### src/rtl/sct_pkg.sv
package sct_pkg;

  typedef enum logic [1:0] {
    SEC_INVALID  = 2'd0,
    SEC_RESERVED = 2'd1,
    SEC_VALID    = 2'd2,
    SEC_MODIFIED = 2'd3
  } sec_state_e;

  typedef enum logic [1:0] {
    OP_WRITE = 2'd0,
    OP_READ  = 2'd1,
    OP_FILL  = 2'd2,
    OP_EVICT = 2'd3
  } op_e;

endpackage

### src/rtl/sct_line_store.sv
module sct_line_store #(
  parameter int LINES      = 4,
  parameter int SECTORS    = 4,
  parameter int LINE_BYTES = 128,
  parameter int TAG_W      = 23,
  localparam int IDX_W     = (LINES > 1) ? $clog2(LINES) : 1,
  localparam int ST_W      = 2 * SECTORS
) (
  input  logic                  clk,
  input  logic                  rst_n,
  input  logic [IDX_W-1:0]      rd_idx,
  output logic                  rd_valid,
  output logic [TAG_W-1:0]      rd_tag,
  output logic [ST_W-1:0]       rd_st,
  output logic [LINE_BYTES-1:0] rd_bmask,
  output logic [SECTORS-1:0]    rd_mof,
  output logic [SECTORS-1:0]    rd_iof,
  input  logic                  wr_en,
  input  logic [IDX_W-1:0]      wr_idx,
  input  logic                  wr_valid,
  input  logic [TAG_W-1:0]      wr_tag,
  input  logic [ST_W-1:0]       wr_st,
  input  logic [LINE_BYTES-1:0] wr_bmask,
  input  logic [SECTORS-1:0]    wr_mof,
  input  logic [SECTORS-1:0]    wr_iof
);

  logic                  lv  [LINES];
  logic [TAG_W-1:0]      lt  [LINES];
  logic [ST_W-1:0]       ls  [LINES];
  logic [LINE_BYTES-1:0] lb  [LINES];
  logic [SECTORS-1:0]    lm  [LINES];
  logic [SECTORS-1:0]    li  [LINES];

  for (genvar g = 0; g < LINES; g++) begin : g_line
    logic                  valid_q;
    logic [TAG_W-1:0]      tag_q;
    logic [ST_W-1:0]       st_q;
    logic [LINE_BYTES-1:0] bmask_q;
    logic [SECTORS-1:0]    mof_q;
    logic [SECTORS-1:0]    iof_q;
    logic                  sel;

    assign sel = wr_en && (wr_idx == IDX_W'(g));

    always_ff @(posedge clk or negedge rst_n) begin
      if (!rst_n) begin
        valid_q <= 1'b0;
        tag_q   <= '0;
        st_q    <= '0;
        bmask_q <= '0;
        mof_q   <= '0;
        iof_q   <= '0;
      end else if (sel) begin
        valid_q <= wr_valid;
        tag_q   <= wr_tag;
        st_q    <= wr_st;
        bmask_q <= wr_bmask;
        mof_q   <= wr_mof;
        iof_q   <= wr_iof;
      end
    end

    assign lv[g] = valid_q;
    assign lt[g] = tag_q;
    assign ls[g] = st_q;
    assign lb[g] = bmask_q;
    assign lm[g] = mof_q;
    assign li[g] = iof_q;
  end

  assign rd_valid = lv[rd_idx];
  assign rd_tag   = lt[rd_idx];
  assign rd_st    = ls[rd_idx];
  assign rd_bmask = lb[rd_idx];
  assign rd_mof   = lm[rd_idx];
  assign rd_iof   = li[rd_idx];

  // An invalid line holds no modified sector (supports R7/R11).
  p_invalid_clean_r11: assert property (@(posedge clk) disable iff (!rst_n)
    (wr_en && !wr_valid) |=> (lb[$past(wr_idx)] == '0));

endmodule

### src/rtl/sct_line_next.sv
module sct_line_next
  import sct_pkg::*;
#(
  parameter int SECTORS    = 4,
  parameter int LINE_BYTES = 128,
  parameter int TAG_W      = 23,
  localparam int ST_W      = 2 * SECTORS,
  localparam int SEC_BYTES = LINE_BYTES / SECTORS,
  localparam int SIZE_W    = $clog2(LINE_BYTES + 1)
) (
  input  op_e                   op,
  input  logic [TAG_W-1:0]      req_tag,
  input  logic [SECTORS-1:0]    req_smask,
  input  logic [LINE_BYTES-1:0] req_bmask,
  input  logic                  cur_valid,
  input  logic [TAG_W-1:0]      cur_tag,
  input  logic [ST_W-1:0]       cur_st,
  input  logic [LINE_BYTES-1:0] cur_bmask,
  input  logic [SECTORS-1:0]    cur_mof,
  input  logic [SECTORS-1:0]    cur_iof,
  output logic                  nxt_valid,
  output logic [TAG_W-1:0]      nxt_tag,
  output logic [ST_W-1:0]       nxt_st,
  output logic [LINE_BYTES-1:0] nxt_bmask,
  output logic [SECTORS-1:0]    nxt_mof,
  output logic [SECTORS-1:0]    nxt_iof,
  output logic                  vic_dirty,
  output logic [SECTORS-1:0]    vic_smask,
  output logic [SIZE_W-1:0]     vic_size
);

  sec_state_e          cur_se [SECTORS];
  logic [SECTORS-1:0]  mod_vec;
  logic                hit;
  logic                replace;

  always_comb begin
    for (int i = 0; i < SECTORS; i++) begin
      cur_se[i]  = sec_state_e'(cur_st[2*i +: 2]);
      mod_vec[i] = (cur_se[i] == SEC_MODIFIED);
    end
  end

  assign hit     = cur_valid && (cur_tag == req_tag);
  assign replace = ((op == OP_WRITE) || (op == OP_READ)) && !hit;

  always_comb begin
    vic_dirty = cur_valid && (|mod_vec) && (replace || (op == OP_EVICT));
    vic_smask = mod_vec;
    vic_size  = '0;
    for (int i = 0; i < SECTORS; i++) begin
      if (mod_vec[i]) vic_size = vic_size + SIZE_W'(SEC_BYTES);
    end
  end

  always_comb begin
    nxt_valid = cur_valid;
    nxt_tag   = cur_tag;
    nxt_st    = cur_st;
    nxt_bmask = cur_bmask;
    nxt_mof   = cur_mof;
    nxt_iof   = cur_iof;
    unique case (op)
      OP_WRITE: begin
        if (hit) begin
          for (int i = 0; i < SECTORS; i++) begin
            if (req_smask[i]) begin
              if (cur_se[i] == SEC_RESERVED) begin
                nxt_mof[i] = 1'b1;
                nxt_iof[i] = 1'b1;
              end else begin
                nxt_st[2*i +: 2] = SEC_MODIFIED;
              end
            end
          end
          nxt_bmask = cur_bmask | req_bmask;
        end else begin
          nxt_valid = 1'b1;
          nxt_tag   = req_tag;
          nxt_mof   = '0;
          nxt_iof   = '0;
          nxt_bmask = req_bmask;
          for (int i = 0; i < SECTORS; i++) begin
            nxt_st[2*i +: 2] = req_smask[i] ? SEC_MODIFIED : SEC_INVALID;
          end
        end
      end
      OP_READ: begin
        if (hit) begin
          for (int i = 0; i < SECTORS; i++) begin
            if (req_smask[i] && (cur_se[i] == SEC_INVALID))
              nxt_st[2*i +: 2] = SEC_RESERVED;
          end
        end else begin
          nxt_valid = 1'b1;
          nxt_tag   = req_tag;
          nxt_mof   = '0;
          nxt_iof   = '0;
          nxt_bmask = '0;
          for (int i = 0; i < SECTORS; i++) begin
            nxt_st[2*i +: 2] = req_smask[i] ? SEC_RESERVED : SEC_INVALID;
          end
        end
      end
      OP_FILL: begin
        if (hit) begin
          for (int i = 0; i < SECTORS; i++) begin
            if (req_smask[i] && (cur_se[i] == SEC_RESERVED)) begin
              nxt_st[2*i +: 2] = cur_mof[i] ? SEC_MODIFIED : SEC_VALID;
              nxt_mof[i] = 1'b0;
              nxt_iof[i] = 1'b0;
            end
          end
        end
      end
      default: begin
        nxt_valid = 1'b0;
        nxt_st    = '0;
        nxt_bmask = '0;
        nxt_mof   = '0;
        nxt_iof   = '0;
      end
    endcase
  end

endmodule

### src/rtl/sct_wb_slot.sv
module sct_wb_slot #(
  parameter int ADDR_W     = 32,
  parameter int SECTORS    = 4,
  parameter int LINE_BYTES = 128,
  localparam int SEC_BYTES = LINE_BYTES / SECTORS,
  localparam int SIZE_W    = $clog2(LINE_BYTES + 1)
) (
  input  logic                  clk,
  input  logic                  rst_n,
  input  logic                  push,
  input  logic [ADDR_W-1:0]     push_addr,
  input  logic [SIZE_W-1:0]     push_size,
  input  logic [LINE_BYTES-1:0] push_bmask,
  input  logic [SECTORS-1:0]    push_smask,
  output logic                  wb_valid,
  input  logic                  wb_ready,
  output logic [ADDR_W-1:0]     wb_addr,
  output logic [SIZE_W-1:0]     wb_size,
  output logic [LINE_BYTES-1:0] wb_bmask,
  output logic [SECTORS-1:0]    wb_smask
);

  always_ff @(posedge clk or negedge rst_n) begin
    if (!rst_n) begin
      wb_valid <= 1'b0;
      wb_addr  <= '0;
      wb_size  <= '0;
      wb_bmask <= '0;
      wb_smask <= '0;
    end else begin
      if (push) begin
        wb_valid <= 1'b1;
        wb_addr  <= push_addr;
        wb_size  <= push_size;
        wb_bmask <= push_bmask;
        wb_smask <= push_smask;
      end else if (wb_ready) begin
        wb_valid <= 1'b0;
      end
    end
  end

  p_hold_r9: assert property (@(posedge clk) disable iff (!rst_n)
    (wb_valid && !wb_ready) |=> (wb_valid && $stable(wb_addr) && $stable(wb_size)
                                 && $stable(wb_bmask) && $stable(wb_smask)));

  p_no_overflow_r10: assert property (@(posedge clk) disable iff (!rst_n)
    push |-> !wb_valid);

  p_size_r2: assert property (@(posedge clk) disable iff (!rst_n)
    wb_valid |-> (wb_size == SIZE_W'(SEC_BYTES * $countones(wb_smask))));

  p_dirty_only_r7: assert property (@(posedge clk) disable iff (!rst_n)
    wb_valid |-> (wb_smask != '0));

endmodule

### src/rtl/sct_tracker.sv
module sct_tracker
  import sct_pkg::*;
#(
  parameter int ADDR_W     = 32,
  parameter int LINES      = 4,
  parameter int LINE_BYTES = 128,
  parameter int SECTORS    = 4,
  localparam int IDX_W     = (LINES > 1) ? $clog2(LINES) : 1,
  localparam int OFF_W     = $clog2(LINE_BYTES),
  localparam int TAG_W     = ADDR_W - IDX_W - OFF_W,
  localparam int ST_W      = 2 * SECTORS,
  localparam int SIZE_W    = $clog2(LINE_BYTES + 1)
) (
  input  logic                  clk,
  input  logic                  rst_n,
  input  logic                  cfg_write_through,
  input  logic                  req_valid,
  output logic                  req_ready,
  input  logic [1:0]            req_op,
  input  logic [IDX_W-1:0]      req_idx,
  input  logic [TAG_W-1:0]      req_tag,
  input  logic [SECTORS-1:0]    req_smask,
  input  logic [LINE_BYTES-1:0] req_bmask,
  output logic                  wb_valid,
  input  logic                  wb_ready,
  output logic [ADDR_W-1:0]     wb_addr,
  output logic [SIZE_W-1:0]     wb_size,
  output logic [LINE_BYTES-1:0] wb_bmask,
  output logic [SECTORS-1:0]    wb_smask
);

  logic                  cur_valid;
  logic [TAG_W-1:0]      cur_tag;
  logic [ST_W-1:0]       cur_st;
  logic [LINE_BYTES-1:0] cur_bmask;
  logic [SECTORS-1:0]    cur_mof, cur_iof;
  logic                  nxt_valid;
  logic [TAG_W-1:0]      nxt_tag;
  logic [ST_W-1:0]       nxt_st;
  logic [LINE_BYTES-1:0] nxt_bmask;
  logic [SECTORS-1:0]    nxt_mof, nxt_iof;
  logic                  vic_dirty;
  logic [SECTORS-1:0]    vic_smask;
  logic [SIZE_W-1:0]     vic_size;
  logic                  need_wb, accept, push;
  logic [ADDR_W-1:0]     vic_addr;

  sct_line_store #(
    .LINES(LINES), .SECTORS(SECTORS), .LINE_BYTES(LINE_BYTES), .TAG_W(TAG_W)
  ) u_store (
    .clk(clk), .rst_n(rst_n),
    .rd_idx(req_idx), .rd_valid(cur_valid), .rd_tag(cur_tag), .rd_st(cur_st),
    .rd_bmask(cur_bmask), .rd_mof(cur_mof), .rd_iof(cur_iof),
    .wr_en(accept), .wr_idx(req_idx), .wr_valid(nxt_valid), .wr_tag(nxt_tag),
    .wr_st(nxt_st), .wr_bmask(nxt_bmask), .wr_mof(nxt_mof), .wr_iof(nxt_iof)
  );

  sct_line_next #(
    .SECTORS(SECTORS), .LINE_BYTES(LINE_BYTES), .TAG_W(TAG_W)
  ) u_next (
    .op(op_e'(req_op)), .req_tag(req_tag), .req_smask(req_smask), .req_bmask(req_bmask),
    .cur_valid(cur_valid), .cur_tag(cur_tag), .cur_st(cur_st), .cur_bmask(cur_bmask),
    .cur_mof(cur_mof), .cur_iof(cur_iof),
    .nxt_valid(nxt_valid), .nxt_tag(nxt_tag), .nxt_st(nxt_st), .nxt_bmask(nxt_bmask),
    .nxt_mof(nxt_mof), .nxt_iof(nxt_iof),
    .vic_dirty(vic_dirty), .vic_smask(vic_smask), .vic_size(vic_size)
  );

  assign need_wb   = vic_dirty && !cfg_write_through;
  assign req_ready = !(need_wb && wb_valid);
  assign accept    = req_valid && req_ready;
  assign push      = accept && need_wb;
  assign vic_addr  = {cur_tag, req_idx, {OFF_W{1'b0}}};

  sct_wb_slot #(
    .ADDR_W(ADDR_W), .SECTORS(SECTORS), .LINE_BYTES(LINE_BYTES)
  ) u_wb (
    .clk(clk), .rst_n(rst_n),
    .push(push), .push_addr(vic_addr), .push_size(vic_size),
    .push_bmask(cur_bmask), .push_smask(vic_smask),
    .wb_valid(wb_valid), .wb_ready(wb_ready),
    .wb_addr(wb_addr), .wb_size(wb_size), .wb_bmask(wb_bmask), .wb_smask(wb_smask)
  );

  p_wt_quiet_r8: assert property (@(posedge clk) disable iff (!rst_n)
    (cfg_write_through && !wb_valid) |=> !wb_valid);

endmodule

### config.mk
export PLATFORM = sky130hd
export DESIGN_NAME = sct_tracker
export DESIGN_NICKNAME = d
export VERILOG_FILES = /design/src/rtl/sct_pkg.sv /design/src/rtl/sct_line_store.sv /design/src/rtl/sct_line_next.sv /design/src/rtl/sct_wb_slot.sv /design/src/rtl/sct_tracker.sv
export SDC_FILE = /design/constraint.sdc
export NUM_CORES = 2
export LEC_CHECK = 0
export ABC_CLOCK_PERIOD_IN_PS = 4850
export BUFFER_PORTS_ARGS = -buffer_cell sky130_fd_sc_hd__buf_2
export CORE_AREA = 2 2 246 248
export DETAILED_ROUTE_END_ITERATION = 7
export DIE_AREA = 0 0 248 250
export GPL_TIMING_DRIVEN = 0
export PLACE_DENSITY = 0.85
export SYNTH_ARGS = -nofsm -noshare
export SYNTH_HDL_FRONTEND = slang
export SYNTH_SLANG_ARGS = --single-unit
### constraint.sdc
create_clock -name clk -period 4.85 [get_ports clk]
set_clock_uncertainty 0.05 [all_clocks]
set_input_delay 0.485 -clock clk [delete_from_list [all_inputs] [get_ports clk]]
set_output_delay 0.485 -clock clk [all_outputs]
set_load 0.01 [all_outputs]
-- Word-level counts from Yosys, hierarchy flattened
Index checks and enable logic that the tools add are counted.
- word-level logic and storage cells: 156
- flip-flop bits (word level): 822
- input bits: 164
- reduce and logical (&&, ||, !) cells: 34
- $add $sub $neg: 3
- equality and inequality tests: 15
- mux-type cells: 76
- $lt $le $gt $ge: 1
- bitwise gates (word level): 2
- operators with widths (operator ; count):
    $mux 128 ; 4
    $pmux 128 s3 ; 1
    $bmux 128 s2 ; 1
    $or 128x128->128 ; 1
    $mux 23 ; 4
    $mux 8 ; 8
    $bmux 23 s2 ; 1
    $mux 2 ; 20
    $mux 1 ; 25
    $pmux 8 s3 ; 1
    $eq 23x23->1 ; 1
    $logic_and 1x1->1 ; 20
    $mux 4 ; 5
    $add 8x6->8 const B ; 2
    $bmux 8 s2 ; 1
    $eq 2x2->1 const B ; 8
    $eq 2x1->1 const B ; 6
    $logic_not 2->1 ; 6
    $pmux 4 s3 ; 1
    $bmux 4 s2 ; 1
    $add 6x6->7 const B ; 1
    $mux 6 ; 1
    $reduce_or 4->1 ; 1
    $ge 3x3->1 const B ; 1
    7 further kinds ; 10

-- Depth between registers and ports, before layout
- word-level depth: 16
- mapped depth: 15

-- By module
Synthesis repeated with hierarchy kept, for this count alone.
- cells, all modules: 2614
- area total of the unflattened synthesis: 39417.8 um2
- modules (own cells, without submodules) (module ; times used ; cells an instance ; seq. area each (um2) ; area an instance (um2)):
    sct_line_store ; 1 ; 1626 ; 16816.1 ; 28756.3
    sct_wb_slot ; 1 ; 366 ; 4329.2 ; 6528.8
    sct_line_next ; 1 ; 618 ; 0.0 ; 4090.2
    sct_tracker ; 1 ; 4 ; 0.0 ; 42.5

-- Worst setup path before layout
Ideal clock, no wire load.
- path kind: input port to flip-flop
- from: in req_idx[1]
- to: reg u_store.g_line[1].bmask_q[125]
- buffers on the path: 7
- cell stages on the path: 15
- data arrival time: 3.726 ns
- setup slack: 0.947 ns
- required time: 4.673 ns
- cells stage by stage: buf_2 -> buf_1 -> clkbuf_1 -> buf_1 -> mux4_2 -> nand2_1 -> ha_1 -> a311oi_2 -> nor2b_1 -> a31oi_1 -> buf_4 -> nor2_4 -> buf_6 -> buf_4 -> mux2_1
- word-level cells in the longest chain between the ends: 15
- elaborated cells on any way between the ends: 35
- classes of those cells: eq/ne (6); mux (15); bitwise (2); reduce/logical (12)
- ends and longest elaborated chain (what ; line ; source):
    from (decl) ; sct_tracker.sv:20 ; input logic [IDX_W-1:0] req_idx,
    $not 2->3 (not written as such) ; -- ;
    $bmux 23 s2 ; sct_line_store.sv:73 ; assign rd_tag = lt[rd_idx];
    $mux 23 (not written as such) (2 in series) ; sct_line_store.sv:73 ;
    $eq 23x23->1 ; sct_line_next.sv:44 ; assign hit = cur_valid && (cur_tag == req_tag);
    $logic_and 1x1->1 ; sct_line_next.sv:44 ;
    $logic_not 1->1 ; sct_line_next.sv:45 ; assign replace = ((op == OP_WRITE) || (op == OP_READ)) && !hit;
    $logic_and 1x1->1 ; sct_line_next.sv:45 ;
    $logic_or 1x1->1 ; sct_line_next.sv:48 ; vic_dirty = cur_valid && (|mod_vec) && (replace || (op == OP_EVICT));
    $logic_and 1x1->1 ; sct_line_next.sv:48 ;
    $logic_and 1x1->1 ; sct_tracker.sv:69 ; assign need_wb = vic_dirty && !cfg_write_through;
    $logic_and 1x1->1 ; sct_tracker.sv:70 ; assign req_ready = !(need_wb && wb_valid);
    $logic_not 1->1 ; sct_tracker.sv:70 ;
    $logic_and 1x1->1 ; sct_tracker.sv:71 ; assign accept = req_valid && req_ready;
    $logic_and 1x1->1 ; sct_line_store.sv:44 ; assign sel = wr_en && (wr_idx == IDX_W'(g));
    to (signal assigned) ; sct_line_store.sv:58 ; bmask_q <= wr_bmask;
    to (decl) ; sct_line_store.sv:39 ; logic [LINE_BYTES-1:0] bmask_q;
Several ways; a longest one is shown, not always the timed one. The select of a mux whose other input is x is not followed.
A chain may end at the register's enable or synchronous reset.

-- Final worst setup path
- from: in req_idx[1]
- to: reg u_wb.wb_bmask[1]
- word-level cells in the longest chain between the ends: 15
- elaborated cells on any way between the ends: 30
- classes of those cells: eq/ne (5); mux (12); bitwise (1); reduce/logical (12)
- ends and longest elaborated chain (what ; line ; source):
    $not 2->3 (not written as such) * ; -- ;
    $bmux 23 s2 ; sct_line_store.sv:73 ;
    $mux 23 (not written as such) (2 in series) ; sct_line_store.sv:73 ;
    $eq 23x23->1 ; sct_line_next.sv:44 ;
    $logic_and 1x1->1 ; sct_line_next.sv:44 ;
    $logic_not 1->1 ; sct_line_next.sv:45 ;
    $logic_and 1x1->1 ; sct_line_next.sv:45 ;
    $logic_or 1x1->1 ; sct_line_next.sv:48 ;
    $logic_and 1x1->1 ; sct_line_next.sv:48 ;
    $logic_and 1x1->1 ; sct_tracker.sv:69 ;
    $logic_and 1x1->1 ; sct_tracker.sv:70 ;
    $logic_not 1->1 ; sct_tracker.sv:70 ;
    $logic_and 1x1->1 ; sct_tracker.sv:71 ;
    $logic_and 1x1->1 ; sct_tracker.sv:72 ; assign push = accept && need_wb;
    to (signal assigned) ; sct_wb_slot.sv:35 ; wb_bmask <= push_bmask;
    to (decl) ; sct_wb_slot.sv:19 ; output logic [LINE_BYTES-1:0] wb_bmask,
Every way passes the cells marked *; elsewhere a longest branch is shown, timed or not. The select of a mux whose other input is x is not followed.

==> metrics.md <==
| Metric | Value |
|---|---|
| RSZ-0062 raised after global routing | `no` |
| Worst slew pin tran | `about 1.4 ns` |
| GRT overflow | `0` |
| Endpoint class of the critical path | `register` |
| Die Ht | `between 200 and 300 µm` |
| CTS clk-pin slew, worst paths | `about 0.060 ns` |
| Crit path cell chain | `buf_2, buf_2, clkbuf_2, clkbuf_2, mux4_2, nand2_1, ha_1, a31oi_1, nand3_1, a31oi_2, clkdlybuf4s15_1, buf_2, nand2_1, nand2_1` |
| Starting DRC count in detailed routing | `2182` |
| Final Power | `21.0 mW` |
| Data required, critical path | `approximately 5.4 ns` |
| Vias in the first global route | `about 28000` |
| Largest net degree at the start of global routing | `135` |
| Top Ports | `around 340` |
| Synth Cell Area | `approximately 0.038 mm²` |
| Vias per inst | `6.39` |
| Register area | `0.0204 mm²` |
| Area contributors post-synth | `dfrtp_1, mux2_2, mux4_2` |
| Register area share after synthesis | `~53%` |
| Layout Nets | `3434` |
| Final Cycle Share | `between 90% and 100%` |
| Final GP Congestion | `0.928` |
| Die area | `0.0620 mm²` |
| Simple logic cell fraction of the synthesized area | `between 6 and 7%` |
| Leak | `21.4 nW` |
| First-pass GRT wire length | `around 160 mm` |
| Final setup fails | `0` |
| Compound-gate portion of the synthesized area | `under 10%` |
| Post-route cell area | `~0.044 mm²` |
| Crit start category | `primary input` |
| CTS tree | `yes` |
| Critical path's largest stage delay | `~0.83 ns` |
| Detailed Route WL | `around 100 mm` |
| Hpwl dp | `roughly 70 mm` |
| Relative slew slack | `4.47%` |
| CP Class | `in -> reg` |
| Fraction of synthesized cell area in xor and xnor cells | `less than 1%` |
| MaxCap Viol Count | `0` |
| Ys Warns | `0` |
| CTS Buffer Depth | `3` |
| FF+latch count, synth | `a little over 800` |
| Slew Viols, Final | `0` |
| Vias | `between 20000 and 30000` |
| Layout area overhead | `15.1%` |
| Top-count cell post-synth | `dfrtp_1` |
| GRT Total Usage | `about a third` |
| Share of synthesized registers carrying an async set or reset | `100%` |
| Worst Hold Class | `in -> reg` |
| Die X | `about 250 µm` |
| CP bufs+invs | `6` |
| Antenna violations before repair | `6` |
| Top cells by count, synth | `dfrtp_1, nand2_1, mux2_2` |
| Layout cells sized above 1 | `about two fifths` |
| Mux cell area share after synthesis | `28.4%` |
| Drt drc | `0` |
| Initial Util | `64.2%` |
| Syn Area/Cell | `between 10 and 15 µm²` |
| Clock sink total | `~820` |
| CP max FO | `10` |
| Max VDD drop | `0.350 mV` |
| Power density over cell area | `about 480 mW/mm²` |
| Area after DPL | `0.0411 mm²` |
| # port buffers | `between 300 and 400` |
| H-tree level count | `3` |
| Row cnt | `90` |
| Wire length per cell | `approximately 24 µm` |
| Hold Vio Cnt, Final | `0` |
| Num CTS Buffers | `85` |
| CP top delay family | `buffers and inverters` |
| Synth Area in Adders | `less than 1%` |
| Area leader, netlist | `dfrtp_1` |
| Top FF cell, synth | `dfrtp_1` |
| Post-synth EDFFs | `0` |
| Fmax | `0.208 GHz` |
| Area share of the largest cell type after synthesis | `around 53%` |
| Skew-Pair Late Insertion Delay | `0.63 ns` |
| Post-Synthesis Cells | `around 2800` |
| CTS Root Cell | `clkbuf_16` |
| Filler-free cell count of the finished design | `~4100` |
| Count of different cell masters after synthesis | `between 50 and 60` |
| Router iterations before antenna repair | `6` |
| Antenna Violating Nets Remaining | `0` |
| Largest family of logic cells by synthesized area | `multiplexers` |
| Crit path DAT | `about 5.3 ns` |
| Fill cell total of the finished layout | `around 3700` |
| Placed instance count | `about 4000` |
| Slowest-stage cell, CP | `clkdlybuf4s15_1` |
| Core area | `approximately 0.06 mm²` |
| Multi-input logic area | `0.0166 mm²` |
| Post-CTS Repair Setup Buffers | `0` |
| Outcome | `completed` |
| Min Tclk post-route | `4.82 ns` |
[per-layer routing]
layer | global-route usage (%) | wire (µm)
met4 | 14.3 | 4420
met1 | 44.7 | 39900
met5 | 0 | 59
met2 | 53.5 | 49000
met3 | 6.10 | 7530
[layout make-up]
type	instances	share of cell area, %
Sequential cell	817	46.5
Multi-Input combinational cell	1796	37.7
Clock buffer	120	5.59
Timing Repair Buffer	331	4.18
Buffer	231	2.79
Tap cell	782	2.22
Clock inverter	38	0.927
Inverter	5	0.0427
Antenna cell	6	0.0341
[registers in the layout (all words and copies together) (netlist names)]
signal                  count
u_store.g_line.valid_q      4
u_wb.wb_smask               4
u_wb.wb_addr               25
u_store.g_line.tag_q       92
u_store.g_line.bmask_q    512
u_store.g_line.mof_q       16
u_wb.wb_size                3
u_store.g_line.st_q        32
u_wb.wb_valid               1
u_wb.wb_bmask             128
[worst paths after layout]
path                                             start                         end  slack [ns]  cells after the start
max in group asynchronous                        rst_n           u_wb.wb_bmask[26]        1.95                      6
hold / removal                              req_tag[4]  u_store.g_line[3].tag_q[4]        0.25                      3
setup / recovery                            req_idx[1]            u_wb.wb_bmask[1]        0.03                     14
hold reg to reg                       u_wb.wb_addr[26]            u_wb.wb_addr[26]        0.42                      2
setup reg to reg           u_store.g_line[3].tag_q[21]           u_wb.wb_bmask[95]        0.11                     10
min in group asynchronous                        rst_n           u_wb.wb_bmask[93]        0.30                      2
[repair_timing]
action,CTS,global route
gates resized for setup,4,3
hold endpoints to repair,55,0
setup endpoints to repair,793,74
hold buffers,2,0
[worst min-delay path: cells and delay by family]
family	cells	cell delay [ns]
buf+inv	1	0.10
mux	2	0.31
[cell usage in the layout (no fill, tap or decap), types with 86 or more instances in the layout]
cell,netlist,final
nand2_1,488,488
a22o_1,128,128
clkbuf_1,88,100
buf_2,76,398
mux4_2,164,164
clkbuf_16,0,86
mux2_1,256,256
dfrtp_1,817,817
a31o_2,131,131
mux2_2,379,379
[kinds of logic after synthesis]
group / count (synthesis)
xor+xnor: 26
other cells: 1
buf+inv: 236
simple gates: 580
mux: 800
fa+ha+maj: 3
flops: 817
compound gates: 375
[metrics by stage]
stage                     utilization [%]  setup TNS, ns  setup slack, ns  hold WS [ns]
after floorplan                         -              0            0.947         0.139
after global placement               68.6              -           -12.42         0.404
after detailed placement             68.9        -847.91            -1.44         0.378
after CTS                            73.8              0           0.0385         0.219
after global routing                 73.8              0           0.0109         0.253
final                                73.9              0           0.0332         0.249
[report_power, final]
part / switching (mW) / total (mW) / internal (mW) / leakage [nW]
logic: 2.51 / 4.82 / 2.31 / 9.33
registers: 0.951 / 9.44 / 8.49 / 10.7
clock network: 2.78 / 6.70 / 3.92 / 1.42
total: 6.24 / 21.0 / 14.7 / 21.4
(Power assumes the default switching activity.)
